[config.mk]
export PLATFORM = sky130hd
export DESIGN_NAME = alu_flag_gen
export DESIGN_NICKNAME = d
export VERILOG_FILES = /design/src/rtl/alu_flag_pkg.sv /design/src/rtl/flag_sizer.sv /design/src/rtl/flag_calc.sv /design/src/rtl/flag_reg.sv /design/src/rtl/alu_flag_gen.sv
export SDC_FILE = /design/constraint.sdc
export NUM_CORES = 1
export LEC_CHECK = 0
export BUFFER_PORTS_ARGS = -buffer_cell sky130_fd_sc_hd__buf_2
export CELL_PAD_IN_SITES_DETAIL_PLACEMENT = 1
export CELL_PAD_IN_SITES_GLOBAL_PLACEMENT = 2
export CORE_UTILIZATION = 11
export DETAILED_ROUTE_END_ITERATION = 7
export MAX_ROUTING_LAYER = met4
export PLACE_DENSITY = 0.85
export REMOVE_ABC_BUFFERS = 1
export SYNTH_ARGS = -nofsm -noshare
export SYNTH_HDL_FRONTEND = slang
export SYNTH_SLANG_ARGS = --single-unit
[constraint.sdc]
create_clock -name clk -period 2.6 [get_ports clk]
set_input_delay 0.39 -clock clk [delete_from_list [all_inputs] [get_ports clk]]
set_output_delay 0.39 -clock clk [all_outputs]
set_load 0.1 [all_outputs]
[src/rtl/alu_flag_pkg.sv]
package alu_flag_pkg;
    localparam int WORD_W   = 32;
    localparam int NIB_W    = 4;
    localparam int PAR_W    = 8;
    localparam int N_SIZES  = 3;
    localparam int FLAG_N   = 6;

    typedef enum logic [1:0] {
        OP_ADD = 2'd0,
        OP_ADC = 2'd1,
        OP_SUB = 2'd2,
        OP_SBB = 2'd3
    } op_e;

    typedef enum logic [1:0] {
        SZ_BYTE = 2'd0,
        SZ_HALF = 2'd1,
        SZ_WORD = 2'd2,
        SZ_WIDE = 2'd3
    } size_e;

    typedef struct packed {
        logic ovf;
        logic sgn;
        logic zro;
        logic aux;
        logic par;
        logic cry;
    } flags_t;
endpackage

[src/rtl/flag_sizer.sv]
module flag_sizer
    import alu_flag_pkg::*;
(
    input  logic [WORD_W-1:0] a,
    input  logic [WORD_W-1:0] b,
    input  logic [WORD_W-1:0] r,
    input  size_e             size,
    output logic              top_a,
    output logic              top_b,
    output logic              top_r,
    output logic              all_zero,
    output logic              cy_add,
    output logic              cy_sub
);
    logic [WORD_W-1:0]  gen_add;
    logic [WORD_W-1:0]  gen_sub;
    logic [N_SIZES-1:0] ma_v, mb_v, mr_v, z_v, ca_v, cs_v;

    // carry out of every bit position, recovered from operands and result
    assign gen_add = (a & b) | ((a | b) & ~r);
    assign gen_sub = (~a & b) | ((~a | b) & r);

    for (genvar g = 0; g < N_SIZES; g++) begin : g_size
        localparam int W = 8 << g;
        assign ma_v[g] = a[W-1];
        assign mb_v[g] = b[W-1];
        assign mr_v[g] = r[W-1];
        assign z_v[g]  = ~|r[W-1:0];
        assign ca_v[g] = gen_add[W-1];
        assign cs_v[g] = gen_sub[W-1];
    end

    always_comb begin
        unique case (size)
            SZ_BYTE: {top_a, top_b, top_r, all_zero, cy_add, cy_sub} =
                     {ma_v[0], mb_v[0], mr_v[0], z_v[0], ca_v[0], cs_v[0]};
            SZ_HALF: {top_a, top_b, top_r, all_zero, cy_add, cy_sub} =
                     {ma_v[1], mb_v[1], mr_v[1], z_v[1], ca_v[1], cs_v[1]};
            default: {top_a, top_b, top_r, all_zero, cy_add, cy_sub} =
                     {ma_v[2], mb_v[2], mr_v[2], z_v[2], ca_v[2], cs_v[2]};
        endcase
    end
endmodule

[src/rtl/flag_calc.sv]
module flag_calc
    import alu_flag_pkg::*;
(
    input  op_e               op,
    input  logic [WORD_W-1:0] a,
    input  logic [WORD_W-1:0] b,
    input  logic [WORD_W-1:0] r,
    input  logic              top_a,
    input  logic              top_b,
    input  logic              top_r,
    input  logic              all_zero,
    input  logic              cy_add,
    input  logic              cy_sub,
    output flags_t            nxt
);
    logic is_sub;

    always_comb begin
        unique case (op)
            OP_ADD, OP_ADC: is_sub = 1'b0;
            OP_SUB, OP_SBB: is_sub = 1'b1;
        endcase
        nxt.cry = is_sub ? cy_sub : cy_add;
        nxt.ovf = is_sub ? ((top_a != top_b) && (top_r != top_a))
                         : ((top_a == top_b) && (top_r != top_a));
        nxt.sgn = top_r;
        nxt.zro = all_zero;
        // carry or borrow into bit 4 shows up as the sum bit disagreeing
        nxt.aux = a[NIB_W] ^ b[NIB_W] ^ r[NIB_W];
        nxt.par = ~^r[PAR_W-1:0];
    end
endmodule

[src/rtl/flag_reg.sv]
module flag_reg
    import alu_flag_pkg::*;
(
    input  logic   clk,
    input  logic   rst,
    input  logic   we,
    input  flags_t d,
    output flags_t q
);
    always_ff @(posedge clk) begin
        if (rst)     q <= '0;
        else if (we) q <= d;
    end

    AST_HOLD_NO_WRITE: assert property (@(posedge clk) disable iff (rst)
        (!rst && !we) |=> $stable(q));
    AST_RESET_CLEARS: assert property (@(posedge clk)
        rst |=> (q == '0));
endmodule

[src/rtl/alu_flag_gen.sv]
module alu_flag_gen
    import alu_flag_pkg::*;
(
    input  logic              clk,
    input  logic              rst,
    input  logic [WORD_W-1:0] a_i,
    input  logic [WORD_W-1:0] b_i,
    input  logic [WORD_W-1:0] res_i,
    input  logic [1:0]        op_i,
    input  logic [1:0]        size_i,
    input  logic              we_i,
    output logic              cin_o,
    output logic [FLAG_N-1:0] flags_o
);
    op_e    op;
    size_e  size;
    logic   top_a, top_b, top_r, all_zero, cy_add, cy_sub;
    flags_t nxt, cur;

    assign op   = op_e'(op_i);
    assign size = size_e'(size_i);

    flag_sizer u_sizer (
        .a(a_i), .b(b_i), .r(res_i), .size(size),
        .top_a(top_a), .top_b(top_b), .top_r(top_r),
        .all_zero(all_zero), .cy_add(cy_add), .cy_sub(cy_sub)
    );

    flag_calc u_calc (
        .op(op), .a(a_i), .b(b_i), .r(res_i),
        .top_a(top_a), .top_b(top_b), .top_r(top_r),
        .all_zero(all_zero), .cy_add(cy_add), .cy_sub(cy_sub),
        .nxt(nxt)
    );

    flag_reg u_reg (
        .clk(clk), .rst(rst), .we(we_i), .d(nxt), .q(cur)
    );

    always_comb begin
        unique case (op)
            OP_ADC, OP_SBB: cin_o = cur.cry;
            OP_ADD, OP_SUB: cin_o = 1'b0;
        endcase
    end

    assign flags_o = cur;

    AST_ZERO_NOT_NEGATIVE: assert property (@(posedge clk) disable iff (rst)
        we_i |=> !(flags_o[3] && flags_o[4]));
    AST_ZERO_HAS_EVEN_PARITY: assert property (@(posedge clk) disable iff (rst)
        we_i |=> (!flags_o[3] || flags_o[1]));
endmodule

# Word level (Yosys, flattened, before mapping)
# Cells that the tools add are included.
# W data, S select, Z words.
# op_classes
muxes	10
n_reduce_logical	15
n_eq_ne	7
bitwise	12
# ops
operator	n
$and A32 B32 Y32	4
$or A32 B32 Y32	4
$not A32 Y32	2
$reduce_or A32 Y1	1
$pmux W1 S2	8
$reduce_or A16 Y1	1
$reduce_or A2 Y1	4
$reduce_or A8 Y1	1
$reduce_xnor A8 Y1	1
$eq A2 B1 Y1 const B	2
$eq A2 B2 Y1 const B	2
$logic_not A2 Y1	2
$logic_not A1 Y1	3
$logic_and A1 B1 Y1	2
$mux W1	2
$ne A1 B1 Y1	2
$xor A1 B1 Y1	2
$eq A1 B1 Y1	1
# totals
elab_cells	50
reg_bits	6

# Depth between registers and ports, before layout
# Gate-level depths: netlist of run 1.
# depth
ltp_word	6
mapped_depth	7

# Hierarchy
# From an unflattened synthesis of run 1, not the netlist that was laid out.
# unflattened
hier_cells	80
hier_area_um2	623.1
# by_module_without_submodules
module	n_inst	cells_each	seq_area_each_um2	area_per_inst_um2
flag_sizer	1	44	0.0	270.3
flag_reg	1	19	120.1	214.0
flag_calc	1	16	0.0	132.6
alu_flag_gen	1	1	0.0	6.3

# Worst setup path after synthesis of run 1
# OpenSTA, ideal clock, no wires.
# synth_timing
path_type	reg-to-output
from	register u_reg.q[0] (netlist name)
to	output cin_o
stages_incl_launch_ff	2
arrival_ns	1.813
slack_ns	0.397
cell_sequence	dfxtp_1 -> and2_1
# synth_via
elab_chain_len	1
# synth_rtl
element	line	source
start: declaration	flag_reg.sv:8	output flags_t q
start signal: assignment	flag_reg.sv:11	if (rst) q <= '0;
start signal: assignment	flag_reg.sv:12	else if (we) q <= d;
$pmux W1 S2	alu_flag_gen.sv:41	unique case (op)
end: declaration	alu_flag_gen.sv:12	output logic cin_o,
# No other way between the ends.

# Worst setup path in the final report of run 1
# layout_timing
from	input res_i[26]
to	register u_reg.q[3] (netlist name)
# layout_via
elab_chain_len	3
# layout_rtl
element	line	source
start: declaration	alu_flag_gen.sv:8	input logic [WORD_W-1:0] res_i,
$reduce_or A32 Y1	flag_sizer.sv:28	assign z_v[g] = ~|r[W-1:0];
$logic_not A1 Y1	flag_sizer.sv:28	
$pmux W1 S2	flag_sizer.sv:34	unique case (size)
# No other way between the ends.
# A chain may end at the register's enable or synchronous reset.

==> results by group, run 1 <==
Outcome
  • Status: finished, final reports clean

Critical path
  • CP required: 2.76 ns
  • Worst setup path end: u_reg.q[3]$_SDFFE_PP0P_
  • CP max FO: 1
  • Critical path origin: res_i[26]
  • Worst Reg2Reg Path Length in Cells: 2
  • Crit Path Category: primary input to flop
  • FF-to-FF Start: u_reg.q[5]$_SDFFE_PP0P_
  • Top delay family on crit path: simple AND/OR/NAND/NOR gates
  • Reg2reg end: u_reg.q[5]$_SDFFE_PP0P_
  • Max incr delay on CP: 0.48 ns
  • Slowest cell on the critical path: a2111oi_0
  • Worst reg-to-reg setup slack: 1.91 ns
  • Critical Path, Cell by Cell: buf_2 > nor4_1 > nand4_1 > a2111oi_0 > a21oi_1 > nor2_1
  • Crit path buffers/inverters: 1
  • Critical path depth: 6
  • Arr. time, crit path: approximately 1.8 ns
  • Crit end category: flop
  • Crit start category: primary input

Layout
  • Ant diodes: 0
  • Final nets: 243
  • Fin util: 18.0%
  • Ratio of cells with drive above 1 in the final layout: a little over two fifths
  • Max FFs per register: 6
  • Top flop regs: u_reg.q (6)
  • Fill count: 689
  • Commonest non-fill, non-tap cell in the layout: buf_2
  • Layout overhead on the synthesized area: 58.5%
  • Reg with most FFs: u_reg.q
  • Commonest non-fill, non-tap cells in the layout: buf_2 (53), inv_1 (13), nor2_1 (7)

Floorplan
  • Row Count: 27
  • Die width: around 77 µm
  • Die Height: ~77 µm
  • Die area: between 0.006 and 0.007 mm²
  • IO Pins: 110
  • Initial Utilization: 11.4%
  • Core area: 0.00551 mm²

Route
  • WL/cell: 10.5 µm
  • Drt drc: 0
  • 1st-pass router iterations: 4
  • ANT nets after route: 0
  • Routed vias/inst: 3.71
  • 1st-iter DRT viols: 15
  • Routed vias: 765
  • Final Routed Wirelength: 2170 µm

Logic synthesis
  • Adder-cell share of the synthesized area: 16.0%
  • Post-Synth Simple-Gate Area: 18.8%
  • Post-Syn Area per Cell: 7.74 µm²
  • Synthesized instance count: just over 80
  • XOR/XNOR Fraction of Synth Area: 8.38%
  • Ys Warns: 0
  • Async S/R FF share, synth: 0%
  • Mux cell area share after synthesis: 9.58%
  • Largest cells by area after synthesis: dfxtp_1 (19%), mux2i_1 (9.6%), ha_1 (8.0%)
  • Top FF cell, synth: dfxtp_1
  • Post-synthesis sequential area ratio: between 10% and 20%
  • Synth area leader: dfxtp_1
  • FF+latch count, synth: 6
  • Synth unique cells: 26
  • Mapped cell area: 627 µm²
  • Number of synthesized flops with an enable pin: 0
  • Top cell type's share of synthesized area: 19.2%
  • Compound-Gate Fraction of Synth Area: between 10% and 20%
  • Main combinational cell family by area after synthesis: simple AND/OR/NAND/NOR gates

Global routing
  • Gr ovfl total: 0
  • Initial antenna violation count: 0
  • GR Util met2: 14.7%
  • GRT Util Overall: 7.81%
  • GR met1 Demand/Resource: 8.23%
  • Largest net degree at the start of global routing: 13
  • GR peak layer: met2
  • First-pass GRT wire length: 3530 µm
  • Met3 Use GR: under 10%
  • Vias in the first global route: 789

STA
  • Worst slew pin tran: roughly 0.5 ns
  • Final Setup Violations: 0
  • F_max: 605 MHz
  • RSZ-0062 raised after global routing: no
  • Setup TNS: 0 ns
  • Headroom to the max-slew limit: 66.7%
  • Final Hold Fails: 0
  • Fin. max-slew vios: 0
  • Tcrit/Tclk final: 63.5%
  • Final Skew: 0 ns
  • Final Critical Period: 1.65 ns
  • Hold WS: about 0.44 ns

Power
  • PwrDens: between 400 and 500 mW/mm²
  • Worst VDD drop: about 140 µV
  • Leak Pwr: 0.513 nW
  • Pint: 0.265 mW
  • Sw Share: 37.7%
  • Reg power frac: between 20% and 30%
  • Combinational share of power: 42.9%
  • Psw: 0.160 mW
  • Clock share of power: 32.7%
  • Total chip power: 0.425 mW

Clocking
  • CTS Root Cell: clkbuf_8
  • Post-CTS setup buffer count: 0
  • Resized cells post-CTS: 0
  • TritonCTS clock tree: yes
  • Clock Pin Slew Worst Setup and Hold Paths: 0.04 ns
  • Post-CTS Hold Buffers: 0
  • Worst-skew pair later-pin latency: 0.22 ns
  • CTS Buf Count: 3
  • Max Buffers Root-to-Sink: 2
  • Total clock sinks: 6
  • H-tree Lvls: 1

Job
  • Maxcap violations: 0

Worst hold path
  • Hold path depth: 2
  • Worst Hold Class: primary input to flop

Placement
  • Port bufs: 53
  • Gpl congestion: 0.666
final cells by class:
type / count / area [µm²] / area share, %
well taps: 72 / 90.1 / 9.07
repair buffers: 53 / 265 / 26.7
clock buffers: 3 / 41.3 / 4.16
flip-flops and latches: 6 / 120 / 12.1
inverters: 13 / 48.8 / 4.91
multi-input cells: 59 / 428 / 43.1
power by group through the flow:
stage	sequential, mW	clock [mW]	combinational (mW)
6_report	0.104	0.139	0.182
3_5_place_dp	0.105	0	0.186
4_1_cts	0.104	0.145	0.187
2_1_floorplan	0.159	0	0.0637
3_3_place_gp	0.105	0	0.182
5_1_grt	0.105	0.153	0.200
per-layer routing:
layer  share of wire [%]  vias to the layer above
li1                    -                      390
met1                  43                      344
met2                  52                       31
met3                 5.4                        0
met4                   0                        0
met5                   0                        -
synthesized netlist by cell type (all sizes together) (3+ instances only):
cell	number
inv	13
nor2	7
dfxtp	6
mux2i	6
nor4	6
maj3	5
nand2	5
a21oi	4
ha	4
o21ai	4
xnor2	4
buf	3
how the worst min path moves through the flow:
| stage | end | start |
|---|---|---|
| after floorplan | u_reg.q[5]$_SDFFE_PP0P_ | rst |
| after global placement | u_reg.q[2]$_SDFFE_PP0P_ | u_reg.q[2]$_SDFFE_PP0P_ |
| after detailed placement | u_reg.q[3]$_SDFFE_PP0P_ | u_reg.q[3]$_SDFFE_PP0P_ |
| after CTS | u_reg.q[3]$_SDFFE_PP0P_ | rst |
| after global routing | u_reg.q[3]$_SDFFE_PP0P_ | rst |
| final | u_reg.q[3]$_SDFFE_PP0P_ | rst |
metrics by stage:
step | cell area, µm² | std cells | setup slack [ns]
3_3_place_gp | 952 | 203 | 0.708
6_report | 993 | 206 | 0.948
2_1_floorplan | 597 | 78 | 0.397
5_1_grt | 993 | 206 | 0.864
4_1_cts | 993 | 206 | 0.924
3_5_place_dp | 952 | 203 | 0.703
worst register-to-register path, stage by stage (launching register included):
cell	delay, ns
dfxtp_1	0.32
nor2_1	0.04
a311oi_1	0.24
kinds of logic after synthesis:
| group | count (synthesis) |
|---|---|
| and+or+nand+nor | 23 |
| buffers and inverters | 16 |
| AOI/OAI and AO/OA | 15 |
| adders and majority gates | 9 |
| xor gates and xnor gates | 6 |
| muxes | 6 |
| DFF | 6 |
Note: power is estimated with default switching activity, not from simulation.
==> run 2, diff against run 1 <==
CORE_UTILIZATION = 10   (was 11)
PLACE_DENSITY = 0.78   (was 0.85)
clock period = 1.6 ns   (was 2.6 ns; I/O delays follow)
==> run 2 against run 1 <==
Effect of this change:
- routed wire length is 3.5% lower
- cell area increased by 2.6%
- clock power up 63%
- sequential power rose by 63%
- setup slack worse by 0.71 ns
- via count grew 0.78%
- critical path type is now flop to primary output
==> results by group, run 2 (synthesized netlist as in run 1, its figures left out) <==
Outcome
  • Status: finished, final reports clean

Power
  • Combinational share of power: 42.9% (about the same)
  • PwrDens: 682 mW/mm² (+59%)
  • Leak Pwr: 0.528 nW (+2.8%)
  • Reg power frac: 24.4% (about the same)
  • Psw: 0.260 mW (+62%)
  • Sw Share: 37.4% (-0.26 points)
  • Pint: 0.435 mW (+64%)
  • Worst VDD drop: 342 µV (+140%)
  • Clock share of power: 32.7% (about the same)

Layout
  • Final std cells w/o fill: 212 (+2.9%)
  • Fill count: 741 (+7.5%)
  • Layout overhead on the synthesized area: 62.7%
  • Commonest non-fill, non-tap cell in the layout: buf_2
  • Register area: 120 µm² (unchanged)
  • Ratio of cells with drive above 1 in the final layout: 43.1% (+1.3 points)
  • Multi-input logic area: 428 µm² (unchanged)
  • Top flop regs: u_reg.q (6)
  • Max FFs per register: 6 (unchanged)
  • Reg with most FFs: u_reg.q
  • Ant diodes: 0 (unchanged)
  • Commonest non-fill, non-tap cells in the layout: buf_2 (53), inv_1 (13), nor2_1 (7)
  • Final nets: 246 (+1.2%)
  • Fin util: 17.0% (-1.0 points)

Clocking
  • H-tree Lvls: 1 (unchanged)
  • Clock Pin Slew Worst Setup and Hold Paths: 0.04 ns (about the same)
  • Post-CTS Hold Buffers: 0 (unchanged)
  • Total clock sinks: 6 (unchanged)
  • TritonCTS clock tree: yes
  • CTS Root Cell: clkbuf_8
  • Max Buffers Root-to-Sink: 2 (unchanged)
  • CTS Buf Count: 3 (unchanged)
  • Resized cells post-CTS: 0 (unchanged)
  • Worst-skew pair later-pin latency: 0.22 ns (about the same)
  • Post-CTS setup buffer count: 0 (unchanged)

Floorplan
  • Die area: 0.00659 mm² (+9.7%)
  • Die width: 81.2 µm (+4.8%)
  • Initial Utilization: 10.5% (-0.92 points)
  • Row Count: 28 (+3.7%)
  • Core area: 0.00599 mm² (+8.8%)
  • IO Pins: 110 (unchanged)
  • Die Height: 81.2 µm (+4.8%)

STA
  • Final Hold Fails: 0 (unchanged)
  • Final Setup Violations: 0 (unchanged)
  • F_max: ~730 MHz
  • Fin. max-slew vios: 0 (unchanged)
  • Setup TNS: 0 ns (unchanged)
  • Final Skew: 0 ns (unchanged)
  • Setup WS post-layout: 0.236 ns (-0.712 ns)
  • Hold WS: 0.278 ns (-0.158 ns)
  • RSZ-0062 raised after global routing: no
  • Final Critical Period: 1.36 ns
  • Headroom to the max-slew limit: 67.1% (+0.40 points)
  • Worst slew pin tran: 0.496 ns (-0.00598 ns)
  • Tcrit/Tclk final: 85.3%

Placement
  • Port bufs: 53 (unchanged)
  • Placed Cells: 209 (+3.0%)
  • Gpl congestion: 0.724 (+8.8%)
  • Dpl ws: 0.0185 ns (-0.684 ns)
  • HPWL Detailed: 1860 µm

Critical path
  • Crit Path Category: flop to primary output
  • CP required: 1.36 ns (-1.40 ns)
  • CP max FO: 3 (+2)
  • Crit start category: flop
  • Crit end category: primary output
  • Worst Reg2Reg Path Length in Cells: 2 (unchanged)
  • Arr. time, crit path: 1.12 ns (-0.69 ns)

Route
  • 1st-pass router iterations: 2 (-2)
  • ANT nets after route: 0 (unchanged)
  • Final Routed Wirelength: 2090 µm (-3.5%)
  • 1st-iter DRT viols: 11 (-4)
  • Routed vias: 771 (+0.78%)
  • Drt drc: 0 (unchanged)
  • Routed vias/inst: 3.64 (-2.1%)
  • WL/cell: 9.86 µm (-6.2%)

Global routing
  • Vias in the first global route: 769 (-2.5%)
  • First-pass GRT wire length: 3190 µm (-9.6%)
  • Largest net degree at the start of global routing: 10 (-3)
  • Gr ovfl total: 0 (unchanged)
  • Initial antenna violation count: 0 (unchanged)
  • GRT Util Overall: 6.65% (-1.2 points)

Job
  • Maxcap violations: 0 (unchanged)

Worst hold path
  • Hold path depth: 2 (unchanged)
  • Worst Hold Class: primary input to flop
## run 2: area by class of cell
| class | instances | area share [%] |
|---|---|---|
| Timing Repair Buffer | 56 | 28.2 |
| Multi-Input combinational cell | 59 | 42.0 |
| Sequential cell | 6 | 11.8 |
| Clock buffer | 3 | 4.05 |
| Inverter | 13 | 4.79 |
| Tap cell | 75 | 9.20 |
## run 2: worst paths after layout
path	slack, ns	end	from
max	0.24	cin_o	u_reg.q[0]$_SDFFE_PP0P_
min	0.28	u_reg.q[3]$_SDFFE_PP0P_	rst
max reg2reg	0.92	u_reg.q[5]$_SDFFE_PP0P_	u_reg.q[5]$_SDFFE_PP0P_
min reg2reg	0.48	u_reg.q[3]$_SDFFE_PP0P_	u_reg.q[3]$_SDFFE_PP0P_
## run 2: power groups by stage
stage / logic [mW] / clock network, mW / registers (mW)
after global routing: 0.327 / 0.250 / 0.170
after detailed placement: 0.303 / 0 / 0.171
after floorplan: 0.104 / 0 / 0.259
final: 0.298 / 0.227 / 0.169
after global placement: 0.299 / 0 / 0.172
after CTS: 0.304 / 0.238 / 0.169
## run 2: worst max-delay path: stages, from the launching register on
cell and delay, ns:
dfxtp_1 0.34, and2_1 0.14, buf_2 0.42
## run 2: metal layers
layer	track usage, %	share of wire (%)	vias up
li1	-	-	396
met1	6.81	42	335
met2	12.0	47	37
met3	1.69	9.3	3
met4	2.68	1.4	0
met5	-	0	-
## run 2: through the flow
stage	power, mW	area (µm²)
after floorplan	0.362	597
after global placement	0.471	978
after global routing	0.747	1020
after CTS	0.712	1020
final	0.695	1020
after detailed placement	0.474	978
